`src/rtl/mlt_pkg.sv`:
```
package mlt_pkg;
  typedef struct packed {
    logic push;
    logic pop;
  } mltStrobe_t;
endpackage

```
`src/rtl/mlt_ctrl.sv`:
```
module mlt_ctrl #(
  parameter int LAT   = 3,
  parameter int NINST = 4,
  parameter int DEPTH = (LAT + 1) * NINST,
  parameter int PTR_W = $clog2(DEPTH),
  parameter int CNT_W = $clog2(DEPTH + 1),
  parameter int INST_W = $clog2(NINST)
) (
  input  logic                 clk,
  input  logic                 rstN,
  input  logic                 sendEn,
  input  logic [INST_W-1:0]    sendInst,
  input  logic                 recvEn,
  input  logic [INST_W-1:0]    recvInst,
  output mlt_pkg::mltStrobe_t  strobe,
  output logic [PTR_W-1:0]     wrPtr,
  output logic [PTR_W-1:0]     rdPtr,
  output logic                 canSend,
  output logic                 canRecv,
  output logic [INST_W-1:0]    expSendInst,
  output logic [INST_W-1:0]    expRecvInst,
  output logic                 errFlag
);
  localparam int PRELOAD = LAT * NINST;

  logic [CNT_W-1:0] count;
  logic sendMatch, recvMatch, badReq;

  function automatic logic [PTR_W-1:0] bumpPtr(input logic [PTR_W-1:0] p);
    return (p == PTR_W'(DEPTH - 1)) ? '0 : p + 1'b1;
  endfunction

  function automatic logic [INST_W-1:0] bumpInst(input logic [INST_W-1:0] i);
    return (i == INST_W'(NINST - 1)) ? '0 : i + 1'b1;
  endfunction

  always_comb begin
    canSend     = (count != CNT_W'(DEPTH));
    canRecv     = (count != '0);
    sendMatch   = (sendInst == expSendInst);
    recvMatch   = (recvInst == expRecvInst);
    strobe.push = sendEn && canSend && sendMatch;
    strobe.pop  = recvEn && canRecv && recvMatch;
    badReq      = (sendEn && !sendMatch) || (recvEn && !recvMatch);
  end

  always_ff @(posedge clk) begin
    if (!rstN) begin
      count       <= CNT_W'(PRELOAD);
      wrPtr       <= PTR_W'(PRELOAD % DEPTH);
      rdPtr       <= '0;
      expSendInst <= '0;
      expRecvInst <= '0;
      errFlag     <= 1'b0;
    end else begin
      if (strobe.push && !strobe.pop) count <= count + 1'b1;
      else if (!strobe.push && strobe.pop) count <= count - 1'b1;
      if (strobe.push) begin
        wrPtr       <= bumpPtr(wrPtr);
        expSendInst <= bumpInst(expSendInst);
      end
      if (strobe.pop) begin
        rdPtr       <= bumpPtr(rdPtr);
        expRecvInst <= bumpInst(expRecvInst);
      end
      if (badReq) errFlag <= 1'b1;
    end
  end
endmodule

```
`src/rtl/mlt_store.sv`:
```
module mlt_store #(
  parameter int DEPTH = 16,
  parameter int DW    = 8,
  parameter int PTR_W = $clog2(DEPTH)
) (
  input  logic                clk,
  input  logic                rstN,
  input  mlt_pkg::mltStrobe_t strobe,
  input  logic [PTR_W-1:0]    wrPtr,
  input  logic [PTR_W-1:0]    rdPtr,
  input  logic                sendValid,
  input  logic [DW-1:0]       sendData,
  output logic                headValid,
  output logic [DW-1:0]       headData
);
  logic [DEPTH-1:0] slotValid;
  logic [DW-1:0]    slotData [DEPTH];

  always_ff @(posedge clk) begin
    if (!rstN) slotValid <= '0;
    else if (strobe.push) slotValid[wrPtr] <= sendValid;
  end

  always_ff @(posedge clk) begin
    if (strobe.push) slotData[wrPtr] <= sendData;
  end

  assign headValid = slotValid[rdPtr];
  assign headData  = slotData[rdPtr];
endmodule

```
`src/rtl/mlt_channel.sv`:
```
module mlt_channel #(
  parameter int LAT    = 3,
  parameter int NINST  = 4,
  parameter int DW     = 8,
  parameter int INST_W = $clog2(NINST)
) (
  input  logic              clk,
  input  logic              rstN,
  input  logic              sendEn,
  input  logic [INST_W-1:0] sendInst,
  input  logic              sendValid,
  input  logic [DW-1:0]     sendData,
  input  logic              recvEn,
  input  logic [INST_W-1:0] recvInst,
  output logic              recvValid,
  output logic [DW-1:0]     recvData,
  output logic              canSend,
  output logic              canRecv,
  output logic [INST_W-1:0] expSendInst,
  output logic [INST_W-1:0] expRecvInst,
  output logic              errFlag
);
  localparam int DEPTH = (LAT + 1) * NINST;
  localparam int PTR_W = $clog2(DEPTH);

  mlt_pkg::mltStrobe_t strobe;
  logic [PTR_W-1:0] wrPtr, rdPtr;
  logic headValid;

  mlt_ctrl #(.LAT(LAT), .NINST(NINST), .DEPTH(DEPTH), .PTR_W(PTR_W),
             .INST_W(INST_W)) uCtrl (
    .clk(clk), .rstN(rstN), .sendEn(sendEn), .sendInst(sendInst),
    .recvEn(recvEn), .recvInst(recvInst), .strobe(strobe),
    .wrPtr(wrPtr), .rdPtr(rdPtr), .canSend(canSend), .canRecv(canRecv),
    .expSendInst(expSendInst), .expRecvInst(expRecvInst), .errFlag(errFlag)
  );

  mlt_store #(.DEPTH(DEPTH), .DW(DW), .PTR_W(PTR_W)) uStore (
    .clk(clk), .rstN(rstN), .strobe(strobe), .wrPtr(wrPtr), .rdPtr(rdPtr),
    .sendValid(sendValid), .sendData(sendData),
    .headValid(headValid), .headData(recvData)
  );

  assign recvValid = canRecv && headValid;
endmodule

```
`config.mk`:
```
export PLATFORM = sky130hd
export DESIGN_NAME = mlt_channel
export DESIGN_NICKNAME = d
export VERILOG_FILES = /design/src/rtl/mlt_pkg.sv /design/src/rtl/mlt_ctrl.sv /design/src/rtl/mlt_store.sv /design/src/rtl/mlt_channel.sv
export SDC_FILE = /design/constraint.sdc
export NUM_CORES = 1
export LEC_CHECK = 0
export ABC_AREA = 0
export BUFFER_PORTS_ARGS = -buffer_cell sky130_fd_sc_hd__buf_2
export CAP_MARGIN = 20
export CORE_MARGIN = 1
export CORE_UTILIZATION = 40
export DETAILED_ROUTE_END_ITERATION = 8
export GPL_ROUTABILITY_DRIVEN = 1
export SLEW_MARGIN = 20
export SYNTH_ARGS = -nofsm -noshare
export SYNTH_HDL_FRONTEND = slang
export SYNTH_SLANG_ARGS = --single-unit
```
`constraint.sdc`:
```
create_clock -name clk -period 2.91 [get_ports clk]
set_input_delay 0.582 -clock clk [delete_from_list [all_inputs] [get_ports clk]]
set_output_delay 0.582 -clock clk [all_outputs]
set_load 0.03 [all_outputs]
```
==> flow_summary.toml, run 1 <==
[status]
run_status = "complete, no violations"

[timing]
slew_violations = 0
maxSlewHeadroom = 0.625
fin_skew_ns = 0.00705
worst_pin_slew_ns = 0.558
hold_ws_ns = 0.454
fmax_mhz = 366
tns_ns = 0
period_needed_ns = 2.73
setup_viol = 0
finalCritPeriodShare = 0.938
finalHoldViolCount = 0
rsz0062_at_grt = "false"

[grt]
grt_max_degree = 37
overflow = 0
grt_pass1_vias = 3929
grt_util_all_layers = 0.165
grt_pass1_wl_um = 21400
antenna_found_initial = 0

[power]
seqPwrFrac = 0.526
peakVddDrop_mv = 0.403
cellLeakagePower_nw = 2.61
p_comb_frac = 0.060
intPower_w = 0.00387
p_clk_frac = 0.414
swShare = 0.220
p_sw_w = 0.00109
powerDensity_nw_per_um2 = 626

[clock_network]
cts_made_buffers = 17
cts_tree = "built"
clkTransAtPathRegs_ns = 0.06
clock_sinks = 166
cts-root-buf = "clkbuf_16"
clk_latency_ns = 0.42
post_cts_buffers = 0
htreeDepth = 4
clockBufferDepth = 2

[synthesis]
yosysWarnings = 0
syn_avg_cell_area_um2 = 16.5
ys_seq_elements = 166
synthArstFlopShare = 0
synth-seq-area-share = 0.677
syn_area_um2 = 6810
synth.distinct_cells = 46
synthCells = 412
syn_nets = 441
synth_ff_type = "edfxtp_1"
synth_edf_count = 128

[setup_path]
worst-path-buf-inv = 2
critPathKind = "register to primary output"
crit_chain = "buf_8 > mux4_2 > a22oi_1 > nand2_1 > buf_2"
start_kind = "register"
cpLargestDelayFamily = "multiplexers"
cp_slowest_cell = "mux4_2"
required_ns = 2.33
arrival_ns = 2.15
slowest_delay_ns = 0.53
critPathCaptureType = "primary output"
crit_fanout = 13

[final_layout]
layout_commonest_cell = "edfxtp_1"
fillers = 1422
syn_to_final_growth_pct = 16.4
nets = 495
seqCellArea_um2 = 4610
final_area_um2 = 7920
layout-drive-gt1-share = 0.286
multi_input_area_um2 = 2100
n_antenna_cell = 0
layout_common_cells = "128 x edfxtp_1, 44 x nand2_1, 37 x dfxtp_1"

[die]
io-pin-count = 33
core_um2 = 16600
rows = 47
die-area_um2 = 17500
dieWidth_um = 132
fp.dieH_um = 132
start_util = 0.410

[drt]
drt_iter0_markers = 261
wl_um = 13400
num_vias = 3723
wl_per_cell_um = 19.2
drc = 0
viasPerCell = 5.35
dr.pass1.iters = 4
ant_nets = 0

[placement]
dpl_cell_area_um2 = 7370
dp_hpwl_um = 8890
gp_congestion = 0.768
port_buffers = 32

[run]
maxCapViolations = 0

[min_path]
hp-class = "register to register"
[synthesized netlist by cell type, types with 6 or more instances]
master	count	area [um2]
nor2_1	7	26.3
nor3_2	7	70.1
ha_1	11	138
o21ai_0	12	60.1
mux4_2	35	788
mux2i_1	21	210
nand2_1	44	165
edfxtp_1	128	3840
clkbuf_1	14	52.6
a22oi_1	16	120
dfxtp_1	38	761
nand3_1	12	60.1
inv_1	6	22.5
[flip-flops by register name, summed over array words and instances, names as in the netlist, named ones only]
| signal | cells |
|---|---|
| uCtrl.expSendInst | 2 |
| uCtrl.expRecvInst | 2 |
| uStore.slotData | 128 |
| uCtrl.count | 5 |
| uCtrl.wrPtr | 4 |
| uCtrl.errFlag | 1 |
| uStore.slotValid | 16 |
| uCtrl.rdPtr | 4 |
[worst reg2reg max path: cells and delay by family, from the launching register on]
kind            cells  cell delay [ns]
fa+ha+maj           2             0.55
mux                 1             0.19
compound gates      4             0.74
buf+inv             1             0.11
simple gates        1             0.59
flops               1             0.38
[layer usage]
| metal | up-vias | part of all wire | GRT usage | wire length, um |
|---|---|---|---|---|
| li1 | 1729 | - | - | - |
| met1 | 1905 | 0.44 | 0.203 | 5820 |
| met2 | 76 | 0.51 | 0.279 | 6870 |
| met3 | 13 | 0.038 | 0.0460 | 509 |
| met4 | 0 | 0.012 | 0.0626 | 161 |
| met5 | - | 0 | 0 | 0 |
[layout make-up]
| class | count | share of cell area |
|---|---|---|
| multi-input combinational | 218 | 0.265 |
| inverter | 6 | 0.00284 |
| sequential | 166 | 0.582 |
| timing repair buffer | 57 | 0.0480 |
| tap | 220 | 0.0348 |
| clock buffer | 18 | 0.0542 |
| clock inverter | 11 | 0.0133 |
[through the flow]
step	std cells	total power, W	utilization	worst slack (ns)
after floorplan	412	0.00286	-	0.209
after global placement	667	0.00295	0.445	0.226
after detailed placement	667	0.00296	0.445	0.175
after CTS	696	0.00501	0.477	0.0139
after global routing	696	0.00514	0.478	0.0395
final	696	0.00496	0.478	0.180
[final timing paths]
path	slack, ns	cells past startpoint	end	start
worst max-delay path	0.18	5	recvData[3]	register
worst max register to register	0.28	9	uCtrl.count[4]	uCtrl.count[0]
worst min-delay path	0.45	2	uStore.slotValid[4]	uStore.slotValid[4]
worst min register to register	0.45	2	uStore.slotValid[4]	uStore.slotValid[4]
[cell families (layout without fill, tap and decap cells)]
group	count (synthesis)	in the layout	share of synthesized area
DFF	166	166	0.677
xor gates and xnor gates	10	10	0.0129
muxes	57	57	0.148
and+or+nand+nor	89	89	0.0662
adders and majority gates	12	12	0.0232
buffers and inverters	28	92	0.0178
AOI/OAI and AO/OA	50	50	0.0550
[timing repair]
item	CTS	global route
hold buffers	0	0
resized for setup	1	2
setup endpoints to repair	4	4
[power by group through the flow]
stage	combinational, W	sequential, W	clock, W
after global placement	0.000295	0.00266	0
after floorplan	0.000204	0.00266	0
final	0.000299	0.00261	0.00205
after CTS	0.000305	0.00261	0.00210
after detailed placement	0.000302	0.00266	0
after global routing	0.000332	0.00261	0.00220
No activity file was read; power rests on OpenSTA's default activity.
==> inputs of run 2 (changes only) <==
- PLACE_DENSITY_LB_ADDON: default -> 0.05
==> flow_summary.toml, run 2 (same netlist as run 1, synthesis figures left out) <==
[die]
io-pin-count = 33
rows = 47
fp.dieH_um = 132
core_um2 = 16600
start_util = 0.410
die-area_um2 = 17500
dieWidth_um = 132

[grt]
grt_max_degree = 33
overflow = 0
antenna_found_initial = 0
grt_pass1_wl_um = 23200
grt_util_all_layers = 0.185
grt_pass1_vias = 3774

[drt]
drc = 0
drt_iter0_markers = 213
ant_nets = 0
wl_per_cell_um = 21.7
dr.pass1.iters = 4
num_vias = 3677
wl_um = 15200
viasPerCell = 5.24

[run]
maxCapViolations = 0

[final_layout]
multi_input_area_um2 = 2110
largest-register = "uStore.slotData"
n_antenna_cell = 0
layout_commonest_cell = "edfxtp_1"
syn_to_final_growth_pct = 18.3
fillers = 1436
layout_common_cells = "128 x edfxtp_1, 44 x nand2_1, 37 x dfxtp_1"
nets = 498
seqCellArea_um2 = 4610
fin_util = 0.485
largestRegisters = "uStore.slotData (128), uStore.slotValid (16), uCtrl.count (5)"
layout-drive-gt1-share = 0.293
largest_register_ff_count = 128

[placement]
gp_congestion = 0.768
dp_hpwl_um = 9500
port_buffers = 32

[setup_path]
r2r_cells = 9
start_kind = "register"
crit_fanout = 16
arrival_ns = 2.19
required_ns = 2.33
critPathKind = "register to primary output"
critPathCaptureType = "primary output"

[clock_network]
clk_latency_ns = 0.42
cts-root-buf = "clkbuf_16"
clockBufferDepth = 2
clkTransAtPathRegs_ns = 0.06
clock_sinks = 166
cts_tree = "built"
htreeDepth = 4
cts_made_buffers = 17
hold_buffers = 0

[timing]
rsz0062_at_grt = "false"
period_needed_ns = 2.77
worst_pin_slew_ns = 0.566
slew_violations = 0
hold_ws_ns = 0.459
finalCritPeriodShare = 0.953
fin_skew_ns = 0.00954
finalHoldViolCount = 0
maxSlewHeadroom = 0.621
tns_ns = 0
fmax_mhz = 361
setup_viol = 0

[power]
peakVddDrop_mv = 0.453
fin_total_pwr_w = 0.00530
cellLeakagePower_nw = 2.68
powerDensity_nw_per_um2 = 658

[min_path]
hp-class = "register to register"
worst_hold_path.num_cells = 2

[status]
run_status = "complete, no violations"
==> run 2: changes by cell type in the layout (fill, tap and decap cells not counted), moves of 2 or more <==
cell and delta:
buf_4 +3, bufinv_16 +4, clkbuf_1 +3, clkinv_2 +2, clkinv_4 -3, clkinvlp_4 -2, inv_6 -2, nor3_1 -2
nor3_2 +2
==> run 2: routing by layer <==
| layer | vias to the layer above | part of all wire | global-route usage |
|---|---|---|---|
| li1 | 1728 | - | - |
| met1 | 1866 | 0.47 | 0.248 |
| met2 | 69 | 0.49 | 0.299 |
| met3 | 14 | 0.029 | 0.0452 |
| met4 | 0 | 0.012 | 0.0556 |
| met5 | - | 0 | 0 |
==> run 2: power by group <==
part | leakage [nW] | switching [W] | internal, W
Clock | 0.300 | 0.000874 | 0.00151
Combinational | 0.922 | 0.000177 | 0.000129
Sequential | 1.46 | 0.0000320 | 0.00257
==> run 2: through the flow <==
stage	std cells	setup WS [ns]	area [um2]
after floorplan	412	0.209	6810
after global placement	669	0.250	7400
after detailed placement	669	0.208	7400
after CTS	701	0.0901	8020
after global routing	702	0.0362	8050
final	702	0.137	8050
==> run 2: repair_timing <==
item | in CTS | in global routing
hold endpoints to repair | 0 | 0
setup endpoints to repair | 0 | 1
resized for setup | 0 | 1
setup buffers | 0 | 0
==> run 2: layout make-up <==
class | instances | area share
clock buffers | 21 | 0.0547
clock inverters | 11 | 0.0224
inverters | 6 | 0.00280
multi-input cells | 218 | 0.263
flip-flops and latches | 166 | 0.572
well taps | 220 | 0.0342
repair buffers | 60 | 0.0513
==> run 2: critical path: stages, from the launching register on <==
cell and delay (ns):
dfxtp_2 0.44, buf_12 0.22, mux4_2 0.51, a22oi_1 0.31
nand2_1 0.09, buf_2 0.18
==> run 2: path summary, 6_finish.rpt <==
path / start / to / slack, ns
min reg2reg: uStore.slotValid[2] / uStore.slotValid[2] / 0.46
min: uStore.slotValid[2] / uStore.slotValid[2] / 0.46
max reg2reg: uCtrl.count[0] / uCtrl.count[4] / 0.30
max: register / recvData[1] / 0.14
==> inputs of run 3 (changes only) <==
- CORE_ASPECT_RATIO: default -> 0.5
==> flow_summary.toml, run 3 (same netlist as run 1, synthesis figures left out) <==
[status]
run_status = "complete, no violations"

[clock_network]
cts_resized = 0
clkTransAtPathRegs_ns = 0.07
cts_tree = "built"
hold_buffers = 0
htreeDepth = 4
post_cts_buffers = 0
clk_latency_ns = 0.42
clockBufferDepth = 2
cts_made_buffers = 17
clock_sinks = 166
cts-root-buf = "clkbuf_16"

[drt]
drt_iter0_markers = 194
wl_um = 14900
wl_per_cell_um = 21.2
ant_nets = 0
num_vias = 3718
dr.pass1.iters = 4
drc = 0
viasPerCell = 5.27

[final_layout]
largest-register = "uStore.slotData"
layout-drive-gt1-share = 0.293
largestRegisters = "uStore.slotData (128), uStore.slotValid (16), uCtrl.count (5)"
seqCellArea_um2 = 4610
multi_input_area_um2 = 2100
fillers = 1403
largest_register_ff_count = 128
layout_common_cells = "128 x edfxtp_1, 44 x nand2_1, 37 x dfxtp_1"
layout_commonest_cell = "edfxtp_1"
n_antenna_cell = 0
final_cell_count_no_fill = 705
fin_util = 0.483
nets = 494
syn_to_final_growth_pct = 17.2

[die]
die-area_um2 = 17600
fp.dieH_um = 94.2
core_um2 = 16500
io-pin-count = 33
dieWidth_um = 186
start_util = 0.412
rows = 33

[grt]
grt_pass1_wl_um = 23100
grt_pass1_vias = 3913
overflow = 0
grt_util_all_layers = 0.183
antenna_found_initial = 0
grt_max_degree = 33

[setup_path]
arrival_ns = 2.18
critPathKind = "register to primary output"
cp_slowest_cell = "mux4_2"
cpLargestDelayFamily = "multiplexers"
crit_chain = "buf_12 > mux4_2 > a22oi_1 > nand2_1 > buf_2"
r2r_end = "uCtrl.count[4]"
critPathCaptureType = "primary output"
crit_end = "recvData[5]"
required_ns = 2.33
worst-path-buf-inv = 2
crit_fanout = 16
worst-path-stages = 5
r2r_start = "uCtrl.count[0]"
slowest_delay_ns = 0.51
r2r_cells = 9
reg2reg_setup_slack_ns = 0.29
start_kind = "register"

[timing]
setup_viol = 0
rsz0062_at_grt = "false"
fin_skew_ns = 0.0106
setup_ws_ns = 0.152
period_needed_ns = 2.76
tns_ns = 0
finalCritPeriodShare = 0.948
hold_ws_ns = 0.459
maxSlewHeadroom = 0.512
slew_violations = 0
fmax_mhz = 363
worst_pin_slew_ns = 0.731
finalHoldViolCount = 0

[placement]
dp_hpwl_um = 9460
post-place-ws_ns = 0.146
gp_congestion = 0.783
port_buffers = 32
dp.cells = 672

[power]
powerDensity_nw_per_um2 = 640
peakVddDrop_mv = 0.451
cellLeakagePower_nw = 2.64

[min_path]
hp-class = "register to register"

[run]
maxCapViolations = 0
## run 3: per-stage QoR
step	total power, W	area, um2
floorplan	0.00286	6810
global placement	0.00294	7370
detailed placement	0.00296	7370
CTS	0.00514	7950
global route	0.00529	7980
finish	0.00510	7980
## run 3: worst min path at each step
stage / start / end / slack, ns / depth (start not counted)
3_5_place_dp: uStore.slotValid[9] / uStore.slotValid[9] / 0.45 / 2
4_1_cts: uStore.slotValid[1] / uStore.slotValid[1] / 0.46 / 2
5_1_grt: uStore.slotValid[9] / uStore.slotValid[9] / 0.47 / 2
3_3_place_gp: uStore.slotValid[11] / uStore.slotValid[11] / 0.44 / 2
6_report: uStore.slotValid[1] / uStore.slotValid[1] / 0.46 / 2
2_1_floorplan: uStore.slotValid[12] / uStore.slotValid[12] / 0.43 / 2
## run 3: power by group
group | switching, W | internal (W) | total, W | leakage, nW
clock | 0.00104 | 0.00115 | 0.00219 | 0.280
combinational | 0.000180 | 0.000129 | 0.000309 | 0.898
sequential | 0.0000319 | 0.00257 | 0.00260 | 1.46
## run 3: worst min-delay path, stage by stage (launching register included)
cell,delay [ns]
dfxtp_1,0.31
nand2_1,0.05
mux2i_1,0.05
## run 3: per-layer routing
metal  wire [um]  part of all wire  global-route usage  vias up
met3         579             0.039              0.0429        6
met4          85            0.0057              0.0492        0
met2        7000              0.47               0.300       79
li1            -                 -                   -     1722
met5           0                 0                   0        -
met1        7270              0.49               0.246     1911
## run 3: layout make-up
class / count / share of cell area
clock inverter: 15 / 0.0196
timing repair buffer: 56 / 0.0480
tap: 227 / 0.0356
sequential: 166 / 0.578
clock buffer: 17 / 0.0533
multi-input combinational: 218 / 0.263
inverter: 6 / 0.00282
